--- src/rtl/scl_clkgen_pkg.sv ---
package scl_clkgen_pkg;

  typedef enum logic [1:0] {
    PH_IDLE = 2'd0,
    PH_LOW  = 2'd1,
    PH_HIGH = 2'd2
  } phase_e;

  // Fixed per-phase offset, chosen by the prescale setting.
  function automatic logic [3:0] phase_offset(input logic [31:0] psc);
    if (psc == 32'd0)      return 4'd7;
    else if (psc == 32'd1) return 4'd6;
    else                   return 4'd5;
  endfunction

endpackage

--- src/rtl/scl_limit_calc.sv ---
module scl_limit_calc #(
  parameter int REG_W = 16,
  localparam int CNT_W = REG_W + 1
) (
  input  logic             clk,
  input  logic             rst,
  input  logic [REG_W-1:0] psc,
  input  logic [REG_W-1:0] low_val,
  input  logic [REG_W-1:0] high_val,
  output logic [CNT_W-1:0] low_term,
  output logic [CNT_W-1:0] high_term,
  output logic [CNT_W-1:0] half_term
);
  import scl_clkgen_pkg::*;

  logic [3:0]             ofs;
  logic [1:0][REG_W-1:0]  setting;
  logic [1:0][CNT_W-1:0]  span;
  logic [1:0][CNT_W-1:0]  term_q;
  logic [CNT_W-1:0]       half_q;

  assign ofs        = phase_offset(32'(psc));
  assign setting[0] = low_val;
  assign setting[1] = high_val;

  // One terminal count per phase: setting + offset - 1 ticks.
  for (genvar g = 0; g < 2; g++) begin : g_phase
    assign span[g] = CNT_W'(setting[g]) + CNT_W'(ofs);
    always_ff @(posedge clk) begin
      if (rst) term_q[g] <= '0;
      else     term_q[g] <= span[g] - CNT_W'(1);
    end
  end

  // Midpoint of the high phase, as a terminal count.
  always_ff @(posedge clk) begin
    if (rst) half_q <= '0;
    else     half_q <= (span[1] >> 1) - CNT_W'(1);
  end

  assign low_term  = term_q[0];
  assign high_term = term_q[1];
  assign half_term = half_q;

endmodule

--- src/rtl/scl_prescaler.sv ---
module scl_prescaler #(
  parameter int REG_W = 16
) (
  input  logic             clk,
  input  logic             rst,
  input  logic             clr,
  input  logic             run,
  input  logic [REG_W-1:0] psc,
  output logic             tick
);

  logic [REG_W-1:0] pcnt;

  assign tick = run && (pcnt == psc);

  always_ff @(posedge clk) begin
    if (rst || clr)  pcnt <= '0;
    else if (tick)   pcnt <= '0;
    else if (run)    pcnt <= pcnt + REG_W'(1);
  end

  // the divider count never passes the prescale setting while running
  p_pcnt_bound_r3: assert property (@(posedge clk) disable iff (rst)
    run |-> (pcnt <= psc));

endmodule

--- src/rtl/scl_phase_ctl.sv ---
module scl_phase_ctl #(
  parameter int CNT_W = 17
) (
  input  logic             clk,
  input  logic             rst,
  input  logic             active,
  input  logic             scl_in,
  input  logic             tick,
  input  logic [CNT_W-1:0] low_term,
  input  logic [CNT_W-1:0] high_term,
  input  logic [CNT_W-1:0] half_term,
  output logic             pre_clr,
  output logic             pre_run,
  output logic             drive_low,
  output logic             change_stb,
  output logic             sample_stb
);
  import scl_clkgen_pkg::*;

  phase_e           st, st_n;
  logic [CNT_W-1:0] cnt, cnt_n;
  logic             chg_n, smp_n;
  logic             drive_q, chg_q, smp_q;

  // The prescaler runs through the low phase, and in the high phase
  // only while the line is seen high (stretching pauses it).
  assign pre_run = (st == PH_LOW) || ((st == PH_HIGH) && scl_in);
  assign pre_clr = !active || (st == PH_IDLE);

  always_comb begin
    st_n  = st;
    cnt_n = cnt;
    chg_n = 1'b0;
    smp_n = 1'b0;
    if (!active) begin
      st_n  = PH_IDLE;
      cnt_n = '0;
    end else begin
      unique case (st)
        PH_IDLE: begin
          st_n  = PH_LOW;
          cnt_n = '0;
          chg_n = 1'b1;
        end
        PH_LOW: begin
          if (tick) begin
            if (cnt == low_term) begin
              st_n  = PH_HIGH;
              cnt_n = '0;
            end else begin
              cnt_n = cnt + CNT_W'(1);
            end
          end
        end
        PH_HIGH: begin
          if (tick) begin
            if (cnt == half_term) smp_n = 1'b1;
            if (cnt == high_term) begin
              st_n  = PH_LOW;
              cnt_n = '0;
              chg_n = 1'b1;
            end else begin
              cnt_n = cnt + CNT_W'(1);
            end
          end
        end
        default: begin
          st_n  = PH_IDLE;
          cnt_n = '0;
        end
      endcase
    end
  end

  always_ff @(posedge clk) begin
    if (rst) begin
      st      <= PH_IDLE;
      cnt     <= '0;
      drive_q <= 1'b0;
      chg_q   <= 1'b0;
      smp_q   <= 1'b0;
    end else begin
      st      <= st_n;
      cnt     <= cnt_n;
      drive_q <= (st_n == PH_LOW);
      chg_q   <= chg_n;
      smp_q   <= smp_n;
    end
  end

  assign drive_low  = drive_q;
  assign change_stb = chg_q;
  assign sample_stb = smp_q;

  // losing either enable quiets every output on the next cycle
  p_idle_quiet_r1: assert property (@(posedge clk) disable iff (rst)
    !active |=> (!drive_q && !chg_q && !smp_q));

  // every start of a low phase carries the change strobe
  p_change_marks_low_r6: assert property (@(posedge clk) disable iff (rst)
    $rose(drive_q) |-> chg_q);

  // the change strobe lasts a single cycle
  p_change_single_r6: assert property (@(posedge clk) disable iff (rst)
    chg_q |=> !chg_q);

  // the sample strobe only appears during a high phase
  p_sample_in_high_r7: assert property (@(posedge clk) disable iff (rst)
    smp_q |-> (st == PH_HIGH && !drive_q));

  // a stretched line freezes the high-phase count
  p_stretch_pause_r5: assert property (@(posedge clk) disable iff (rst)
    (active && st == PH_HIGH && !scl_in) |=> $stable(cnt));

  // the low-phase count stays within its terminal value
  p_low_bound_r3: assert property (@(posedge clk) disable iff (rst)
    (st == PH_LOW) |-> (cnt <= low_term));

endmodule

--- src/rtl/scl_clkgen.sv ---
module scl_clkgen #(
  parameter int REG_W = 16,
  localparam int CNT_W = REG_W + 1
) (
  input  logic             clk,
  input  logic             rst,
  input  logic             ctrl_en,
  input  logic             bus_own,
  input  logic [REG_W-1:0] psc_val,
  input  logic [REG_W-1:0] low_val,
  input  logic [REG_W-1:0] high_val,
  input  logic             scl_in,
  output logic             scl_drive_low,
  output logic             change_tick,
  output logic             sample_tick
);

  logic             active;
  logic             tick, pre_clr, pre_run;
  logic [CNT_W-1:0] low_term, high_term, half_term;

  assign active = ctrl_en && bus_own;

  scl_limit_calc #(.REG_W(REG_W)) u_limits (
    .clk       (clk),
    .rst       (rst),
    .psc       (psc_val),
    .low_val   (low_val),
    .high_val  (high_val),
    .low_term  (low_term),
    .high_term (high_term),
    .half_term (half_term)
  );

  scl_prescaler #(.REG_W(REG_W)) u_presc (
    .clk  (clk),
    .rst  (rst),
    .clr  (pre_clr),
    .run  (pre_run),
    .psc  (psc_val),
    .tick (tick)
  );

  scl_phase_ctl #(.CNT_W(CNT_W)) u_phase (
    .clk        (clk),
    .rst        (rst),
    .active     (active),
    .scl_in     (scl_in),
    .tick       (tick),
    .low_term   (low_term),
    .high_term  (high_term),
    .half_term  (half_term),
    .pre_clr    (pre_clr),
    .pre_run    (pre_run),
    .drive_low  (scl_drive_low),
    .change_stb (change_tick),
    .sample_stb (sample_tick)
  );

endmodule

--- config.mk ---
export PLATFORM = sky130hd
export DESIGN_NAME = scl_clkgen
export DESIGN_NICKNAME = d
export VERILOG_FILES = /design/src/rtl/scl_clkgen_pkg.sv /design/src/rtl/scl_limit_calc.sv /design/src/rtl/scl_prescaler.sv /design/src/rtl/scl_phase_ctl.sv /design/src/rtl/scl_clkgen.sv
export SDC_FILE = /design/constraint.sdc
export NUM_CORES = 1
export LEC_CHECK = 0
export BUFFER_PORTS_ARGS = -buffer_cell sky130_fd_sc_hd__buf_2
export CAP_MARGIN = 25
export CORE_AREA = 4 4 109 111
export DETAILED_ROUTE_END_ITERATION = 10
export DIE_AREA = 0 0 113 115
export PLACE_DENSITY = 0.65
export SLEW_MARGIN = 40
export SYNTH_ARGS = -nofsm -noshare
export SYNTH_HDL_FRONTEND = slang
export SYNTH_SLANG_ARGS = --single-unit
export TNS_END_PERCENT = 50
--- constraint.sdc ---
create_clock -name clk -period 3.6 [get_ports clk]
set_input_delay 0.18 -clock clk [delete_from_list [all_inputs] [get_ports clk]]
set_output_delay 0.18 -clock clk [all_outputs]
set_load 0.03 [all_outputs]
# --- Word-level counts from Yosys, hierarchy flattened ---
# Index checks and enable logic that the tools add are counted.
# W data, S select, Z words.
word_totals:
  ff_bits: 89
  output_inout_bits: 3
op_classes:
  n_addsub: 7
  n_eq_ne: 10
  n_mux: 17
  bitwise: 3
  reduce_logical: 13
op_table:
  columns: ["operator", "n"]
  rows:
  - ["$mux W17", 4]
  - ["$eq A17 B17 Y1", 3]
  - ["$add A16 B3 Y17", 2]
  - ["$pmux W17 S2", 1]
  - ["$sub A17 B1 Y17 const B", 2]
  - ["$add A17 B1 Y17 const B", 1]
  - ["$sub A16 B1 Y17 const B", 1]
  - ["$add A16 B1 Y16 const B", 1]
  - ["$eq A16 B1 Y1 const B", 1]
  - ["$eq A16 B16 Y1", 1]
  - ["$logic_not A16 Y1", 1]
  - ["$mux W2", 7]
  - ["$pmux W2 S3", 1]
  - ["$eq A2 B1 Y1 const B", 2]
  - ["$ne A2 B2 Y1 const B", 2]
  - ["$reduce_or A2 Y1", 2]
  - ["$reduce_or A4 Y1", 1]
  - ["$logic_and A1 B1 Y1", 3]
  - ["$logic_or A1 B1 Y1", 3]
  - ["$mux W1", 3]
  - ["$not A1 Y1", 3]
  - ["$eq A2 B2 Y1 const B", 1]
  - ["$logic_not A2 Y1", 1]
  - ["$pmux W1 S2", 1]
  - ["2 further kinds", 2]

# --- Logic depth before layout (Yosys ltp) ---
# Gate-level depths: netlist of the first run.
depth:
  depth_word: 8
  depth_mapped: 14
  mapped_depth_nobuf: 13

# --- By module ---
# From an unflattened synthesis of the first run, not the netlist that was laid out.
hier_totals:
  cells_unflattened: 663
  area_unflattened_um2: 5694.2
modules_own_cells:
  columns: ["module", "instances", "cells_each", "area_each_um2", "seq_area_each_um2"]
  rows:
  - ["scl_limit_calc", 1, 327, 2819.0, 1021.0]
  - ["scl_phase_ctl", 1, 231, 1836.8, 440.4]
  - ["scl_prescaler", 1, 104, 1032.2, 320.3]
  - ["scl_clkgen", 1, 1, 6.3, 0.0]

# --- Worst setup path before layout of the first run ---
# OpenSTA, ideal clock, no wires.
synth_timing:
  kind: "input-to-reg"
  startpoint: "input psc_val[5]"
  endpoint: "register u_limits.term_q (netlist bit u_limits.high_term[16])"
  setup_ns: 0.128
  t_arrival_ns: 2.989
  t_required_ns: 3.472
  setup_slack_ns: 0.483
  cell_stages: 13
  n_path_buf: 1
  path_cell_list: "nor4_1 and4_1 nand2_1 ha_1 fa_1 clkbuf_1 o2111ai_1 nor2_1 mux2_2 nor3_2 nand4_1 xnor2_1 nor2_1"
synth_between:
  elab_chain_len: 5
  word_cells_on_any_way: 6
  cone_classes: "add/sub (2); eq/ne (1); mux (2); reduce/logical (1)"
synth_lines:
  columns: ["element", "line_no", "rtl"]
  rows:
  - ["start, declared", "scl_clkgen.sv:9", "input logic [REG_W-1:0] psc_val,"]
  - ["$eq A16 B1 Y1", "scl_clkgen_pkg.sv:12", "else if (psc == 32'd1) return 4'd6;"]
  - ["$mux W2", "scl_clkgen_pkg.sv:12", null]
  - ["$mux W2 *", "scl_clkgen_pkg.sv:11", "if (psc == 32'd0) return 4'd7;"]
  - ["$add A16 B3 Y17 *", "scl_limit_calc.sv:28", "assign span[g] = CNT_W'(setting[g]) + CNT_W'(ofs);"]
  - ["$sub A17 B1 Y17 *", "scl_limit_calc.sv:31", "else term_q[g] <= span[g] - CNT_W'(1);"]
  - ["end signal, assigned by index", "scl_limit_calc.sv:31", null]
  - ["end, declared", "scl_limit_calc.sv:19", "logic [1:0][CNT_W-1:0] term_q;"]
# Mark *: on every way between the ends. The rest lies on a longest branch, timed or not.
# A chain may end at the register's enable or synchronous reset.

# --- Worst setup path in the final report of the first run ---
# Ends and elaborated chain as after synthesis.

==> key figures, run 1 <==
Layout
  – Sequential Area: 1780 um^2
  – Nets@finish: 764
  – Antenna cells: 0
  – Area growth, synth to finish: 12.5%
  – Fill cells: 1014
  – Layout cells sized above 1: 0.147
  – Multi-input gate area: 3330 um^2
  – Finished Layout Cells: 839

Synth
  – Prevailing post-synth register cell: dfxtp_1
  – Register area share after synthesis: 0.336
  – Gate Count Post-Synth: 647
  – Synth unique cells: 49
  – Number of synthesized flops with an enable pin: 0
  – Syn_nets: 717
  – Fraction of registers with async set/reset: 0
  – Warning count from the yosys run: 0
  – #FFs+latches synth: 89
  – Post-Syn Area: 5310 um^2
  – Average size of a mapped cell: 8.20 um^2

Place
  – Placed cells: 823
  – Final GP Congestion: 0.911
  – I/O Buffers: 55
  – Post-DP HPWL: 9.71 mm

Global route
  – Largest net degree at the start of global routing: 53
  – Global-route wire length before repair: 21.1 mm
  – Initial antenna violation count: 0
  – GRT overflow: 0
  – Number of global-route vias before repair: 4457
  – Global-route usage over all layers: 0.203

Routing
  – Via Count: 4463
  – Via density: 5.32
  – Drc violations: 0
  – DR WL/cell: 15.0 um
  – DR iter-0 viols: 205
  – Initial DRT Pass Iterations: 5
  – Wirelength, routed: 12.6 mm
  – Detail Route Antenna Nets: 0

Critical path
  – Crit path required time: 3840 ps
  – Worst Setup EP: u_limits.high_term[16]
  – Worst r2r src: u_phase.cnt[8]
  – Worst Setup End Kind: register
  – R2R Path End: u_phase.cnt[16]
  – Startpoint types: primary input
  – Crit path from: psc_val[5]
  – Worst-path fanout max: 9
  – Reg2Reg Depth: 8
  – Crit path arrival time: 3350 ps
  – Setup slack, reg-to-reg: 980 ps
  – CP Class: primary input to register

STA
  – Final Slew Violations: 0
  – Worst slew margin: 0.504
  – Min cycle time layout: 3110 ps
  – Setup_tns: 0 ps
  – FMAX: 322 MHz
  – Final Skew: 12.5 ps
  – Final Hold Viols: 0
  – Setup violators final: 0
  – Final period utilization: 0.864
  – RSZ-0062 raised after global routing: no
  – Worst-Margin Slew: 744 ps

Clocking
  – Post-CTS Resized: 0
  – Hold-fix buffers at CTS: 0
  – Postcts setup bufs: 0
  – H-tree depth: 3
  – Clk sinks: 89
  – Clock latency on the worst-skew pair: 370 ps
  – CTS tree: done
  – Longest Clk Path Bufs: 2
  – CTS root buf: clkbuf_8
  – CTS Buf Count: 9
  – Clock-pin transition on the worst setup and hold timing paths: 90 ps

Floorplan
  – Die Wd: 113 um
  – Std-Cell Rows: 38
  – Core area: 10800 um^2
  – Die area: 13000 um^2
  – Die Y: 115 um
  – Initial core utilization: 0.492
  – IO Count: 56

Pwr
  – Peak supply drop: 0.166 mV
  – Power per Cell Area: 344 nW/um^2
  – Leakage dissipation: 2.46 nW

Worst hold path
  – Min-Delay Path Class: primary input to register

Run
  – Number of max-cap violations: 0

Outcome
  – Status: complete, no violations
## worst min path at each step
stage	start	to	slack, ps	cells past startpoint
2_1_floorplan	low_val[14]	u_limits.low_term[16]	320	2
3_3_place_gp	low_val[6]	u_limits.low_term[6]	440	3
3_5_place_dp	low_val[6]	u_limits.low_term[6]	450	3
4_1_cts	low_val[6]	u_limits.low_term[6]	60	3
5_1_grt	low_val[6]	u_limits.low_term[6]	60	3
6_report	low_val[6]	u_limits.low_term[6]	70	3
## cell usage after synthesis, drive strengths merged, types with 14 or more instances
cell | count | area (um^2)
dfxtp | 89 | 1780
xor2 | 89 | 780
nor2 | 81 | 304
nand2 | 57 | 214
xnor2 | 48 | 428
nand3 | 36 | 180
clkbuf | 33 | 124
nor3 | 28 | 145
nor4 | 26 | 190
a21oi | 18 | 90.1
ha | 15 | 188
inv | 15 | 56.3
nand4 | 14 | 87.6
## through the flow
stage | cell area (um^2) | power (mW) | hold WS (ps) | setup WS [ps] | utilization
floorplan | 5310 | 1.25 | 320 | 483 | -
global placement | 5740 | 1.34 | 444 | 242 | 0.532
detailed placement | 5740 | 1.34 | 452 | 159 | 0.532
CTS | 5950 | 2.06 | 59.5 | 540 | 0.552
global route | 5970 | 2.15 | 61.8 | 211 | 0.553
finish | 5970 | 2.05 | 70.6 | 491 | 0.553
## state kept, by name (all words and copies together) (netlist names)
name,cells
u_limits.high_term,17
u_presc.pcnt,16
u_limits.low_term,17
u_phase.sample_stb,1
u_phase.drive_low,1
u_limits.half_term,17
u_phase.cnt,17
u_phase.change_stb,1
u_phase.st,2
## logic make-up (layout without fill, tap and decap cells)
family | Yosys count | after routing | share of synthesized area
AND/OR/NAND/NOR | 288 | 288 | 0.272
XOR/XNOR | 137 | 137 | 0.228
flip-flops | 89 | 89 | 0.336
AO/OA/AOI/OAI | 56 | 56 | 0.0675
buffers and inverters | 53 | 105 | 0.0396
adder cells (fa/ha/maj) | 17 | 17 | 0.0429
multiplexers | 7 | 7 | 0.0146
## where the power goes
part	total, mW	switching (mW)	internal, mW
Sequential	1.05	0.0230	1.02
Combinational	0.274	0.156	0.118
Clock	0.731	0.384	0.347
## layer usage
layer / GRT usage / up-vias / wire, um
li1: - / 2284 / -
met1: 0.256 / 2037 / 5680
met2: 0.348 / 119 / 6040
met3: 0.0347 / 23 / 626
met4: 0.0777 / 0 / 246
met5: 0 / - / 0
## critical path, stage by stage
cell	delay [ps]
buf_2	120
nor4_1	240
and4_1	270
nand2_1	90
ha_1	270
fa_1	420
o2111ai_1	410
nor2_1	210
mux2_2	330
nor3_2	380
nand4_1	190
xnor2_1	170
nor2_1	50
## layout by cell type (no fill, tap or decap), types with 6 or more instances in the layout
| master | n |
|---|---|
| or3_1 | 8 |
| nor3_1 | 27 |
| o21ai_0 | 7 |
| xnor2_1 | 46 |
| and3_1 | 11 |
| and2_1 | 6 |
| nand4_1 | 14 |
| inv_1 | 15 |
| buf_2 | 55 |
| ha_1 | 15 |
| xor2_1 | 89 |
| nand3_1 | 36 |
| buf_4 | 19 |
| nand2_1 | 57 |
| and4_1 | 6 |
| nor4_1 | 22 |
| a21oi_1 | 18 |
| dfxtp_1 | 89 |
| clkbuf_8 | 10 |
| nor2_1 | 81 |
## final cells by class
cell class	count	area share
clock buffer	10	0.0231
clock inverter	6	0.0120
inverter	15	0.00944
multi-input combinational	505	0.558
sequential	89	0.299
tap	140	0.0294
timing repair buffer	74	0.0700
Power figures use the tool's default switching activity.
==> inputs of run 2 (changes only) <==
--- a/config.mk
+++ b/config.mk
@@ -5,11 +5,12 @@
 export SDC_FILE = /design/constraint.sdc
 export NUM_CORES = 1
 export LEC_CHECK = 0
+export ABC_AREA = 1
 export BUFFER_PORTS_ARGS = -buffer_cell sky130_fd_sc_hd__buf_2
 export CAP_MARGIN = 25
-export CORE_AREA = 4 4 109 111
+export CORE_AREA = 4 4 115 117
 export DETAILED_ROUTE_END_ITERATION = 10
-export DIE_AREA = 0 0 113 115
+export DIE_AREA = 0 0 119 121
 export PLACE_DENSITY = 0.65
 export SLEW_MARGIN = 40
 export SYNTH_ARGS = -nofsm -noshare
==> key figures, run 2 <==
Clocking
  – Hold-fix buffers at CTS: 0 (unchanged)
  – Postcts setup bufs: 0 (unchanged)
  – Clk sinks: 89 (unchanged)
  – Longest Clk Path Bufs: 2 (unchanged)
  – H-tree depth: 3 (unchanged)
  – CTS Buf Count: 9 (unchanged)
  – Clock latency on the worst-skew pair: 340 ps (-30 ps)
  – CTS tree: done
  – CTS root buf: clkbuf_16
  – Clock-pin transition on the worst setup and hold timing paths: 70 ps (-20 ps)
  – Post-CTS Resized: 0 (unchanged)

STA
  – Final Slew Violations: 0 (unchanged)
  – Setup violators final: 0 (unchanged)
  – FMAX: 322 MHz (+0.15%)
  – Final period utilization: 0.862 (-0.00133)
  – RSZ-0062 raised after global routing: no
  – Setup_tns: 0 ps (unchanged)
  – Worst slew margin: 0.540 (+0.0361)
  – Worst-Margin Slew: 688 ps (-56.1 ps)
  – Final Hold Viols: 0 (unchanged)
  – Final Skew: 9.11 ps (-3.42 ps)
  – Min cycle time layout: 3100 ps (-4.79 ps)

Floorplan
  – IO Count: 56 (unchanged)
  – Initial core utilization: 0.481 (-0.0102)
  – Die Y: 121 um (+5.2%)
  – Std-Cell Rows: 41 (+7.9%)
  – Die Wd: 119 um (+5.3%)
  – Die area: 14400 um^2 (+11%)
  – Core area: 12400 um^2 (+15%)

Pwr
  – Peak supply drop: 0.195 mV (+17%)
  – Leakage dissipation: 3.12 nW (+27%)
  – Power per Cell Area: 352 nW/um^2 (+2.4%)

Critical path
  – CP Class: primary input to register
  – Critical path buffers and inverters: 4 (+3)
  – Worst Setup EP: u_limits.high_term[9]
  – Worst path most repeated cell: nand2_1
  – Worst Setup End Kind: register
  – Worst r2r src: u_phase.st[0]
  – CP Depth: 20 (+7)
  – Cell chain of the critical path: buf_2 -> nor4_1 -> nand2_1 -> nor3_1 -> o211ai_1 -> nor2_1 -> inv_1 -> ha_1 -> fa_1 -> inv_1 -> nand2_2 -> nand2_1 -> xor2_2 -> nand2_1 -> clkinv_1 -> nand2_1 -> nor2_4 -> nand2_1 -> xor2_1 -> nor2_1
  – Reg2Reg Depth: 12 (+4)
  – Worst-path fanout max: 8 (-1)
  – Cell family with most CP delay: simple AND/OR/NAND/NOR gates
  – Critical Path Max Stage Delay: 410 ps (about the same)
  – Crit path required time: 3810 ps (-30 ps)
  – Setup slack, reg-to-reg: 1130 ps (+150 ps)
  – Crit path arrival time: 3320 ps (-30 ps)
  – Crit-path slowest cell: fa_1
  – Startpoint types: primary input
  – R2R Path End: u_phase.cnt[4]
  – Crit path from: psc_val[15]

Layout
  – Most frequent cells in the layout: nand2_1 (271), inv_1 (137), nor2_1 (129)
  – Fill cells: 1326 (+31%)
  – Final instance area: 6700 um^2 (+12%)
  – Antenna cells: 0 (unchanged)
  – Layout cells sized above 1: 0.128 (-0.0190)
  – Commonest non-fill, non-tap cell in the layout: nand2_1
  – Nets@finish: 1070 (+40%)
  – Area growth, synth to finish: 12.6%

Synth
  – Average size of a mapped cell: 6.28 um^2 (-23%)
  – Most frequent cell after synthesis: nand2_1
  – Post-synth top cells: nand2_1 (271), inv_1 (137), nor2_1 (129)
  – Fraction of registers with async set/reset: 0 (unchanged)
  – Top post-synthesis cells by area: dfxtp_1 (30%), nand2_1 (17%), inv_1 (8.6%), nor2_1 (8.1%), nand3_1 (4.6%)
  – Prevailing post-synth register cell: dfxtp_1
  – Syn_nets: 1017 (+42%)
  – #FFs+latches synth: 89 (unchanged)
  – Synth unique cells: 43 (-12%)
  – Gate Count Post-Synth: 947 (+46%)
  – Cell taking the most area after synthesis: dfxtp_1
  – Post-Syn Area: 5950 um^2 (+12%)
  – Register area share after synthesis: 0.299 (-0.0364)
  – Number of synthesized flops with an enable pin: 0 (unchanged)
  – Warning count from the yosys run: 0 (unchanged)
  – Post-synth top area share: 0.299 (-0.0364)

Worst hold path
  – Worst hold path depth: 2 (-1)
  – Min-Delay Path Class: primary input to register

Place
  – Post-DP HPWL: 11.8 mm (+21%)
  – I/O Buffers: 55 (unchanged)
  – Final GP Congestion: 0.895 (-1.7%)
  – Placed cell area: 6380 um^2 (+11%)

Global route
  – Number of global-route vias before repair: 5218 (+17%)
  – Initial antenna violation count: 0 (unchanged)
  – Largest net degree at the start of global routing: 28 (-47%)
  – Global-route usage over all layers: 0.209 (+0.00597)
  – Global-route wire length before repair: 24.3 mm (+15%)
  – GRT overflow: 0 (unchanged)

Routing
  – Via density: 4.80 (-9.7%)
  – Via Count: 5653 (+27%)
  – Drc violations: 0 (unchanged)
  – Wirelength, routed: 14.4 mm (+15%)
  – Initial DRT Pass Iterations: 5 (unchanged)
  – Detail Route Antenna Nets: 0 (unchanged)
  – DR iter-0 viols: 384 (+87%)
  – DR WL/cell: 12.3 um (-18%)

Outcome
  – Status: complete, no violations

Run
  – Number of max-cap violations: 0 (unchanged)
## run 2: changes by cell type after synthesis, moves of 19 or more
cell / change
nor2_1: +48
nor4_1: -19
nand3_1: +19
nand2_1: +214
inv_1: +122
xor2_1: -66
clkbuf_1: -29
o21ai_0: +27
xnor2_1: -25
## run 2: worst min path at each step
stage	startpoint	to	slack, ps
global route	low_val[4]	u_limits.low_term[4]	80
finish	low_val[4]	u_limits.low_term[4]	70
global placement	low_val[4]	u_limits.low_term[4]	420
detailed placement	low_val[4]	u_limits.low_term[4]	430
CTS	low_val[4]	u_limits.low_term[4]	70
floorplan	low_val[4]	u_limits.low_term[4]	270
## run 2: final cells by class
class / instances / area, um^2 / area share
Multi-Input combinational cell: 696 / 3530 / 0.527
Sequential cell: 89 / 1780 / 0.266
Inverter: 145 / 547 / 0.0816
Timing Repair Buffer: 59 / 305 / 0.0455
Clock buffer: 9 / 225 / 0.0336
Tap cell: 172 / 215 / 0.0321
Clock inverter: 7 / 93.8 / 0.0140
## run 2: kinds of logic after synthesis
| kind of cell | share of synthesized area |
|---|---|
| compound gates | 0.0778 |
| xor+xnor | 0.0772 |
| fa+ha+maj | 0.0383 |
| buf+inv | 0.107 |
| flops | 0.299 |
| simple gates | 0.401 |
## run 2: routing by layer
metal  up-vias  routed length, um  global-route usage
met2       112               6940               0.366
met4         0                226              0.0608
li1       3039                  -                   -
met5         -                  0                   0
met3        17                683              0.0364
met1      2485               6590               0.264
## run 2: per-stage QoR
stage / worst slack (ps) / cells / hold WS (ps) / utilization / power (mW)
floorplan: 797 / 947 / 271 / - / 1.28
global route: 160 / 1177 / 84.5 / 0.542 / 2.47
global placement: 201 / 1161 / 424 / 0.516 / 1.38
detailed placement: 117 / 1161 / 432 / 0.516 / 1.39
finish: 496 / 1177 / 74.4 / 0.542 / 2.36
CTS: 482 / 1177 / 65.3 / 0.542 / 2.38
## run 2: power breakdown
part	internal [mW]	total, mW	switching (mW)
Sequential	1.02	1.05	0.0230
Combinational	0.116	0.315	0.198
Clock	0.608	1.00	0.393
Total	1.75	2.36	0.614
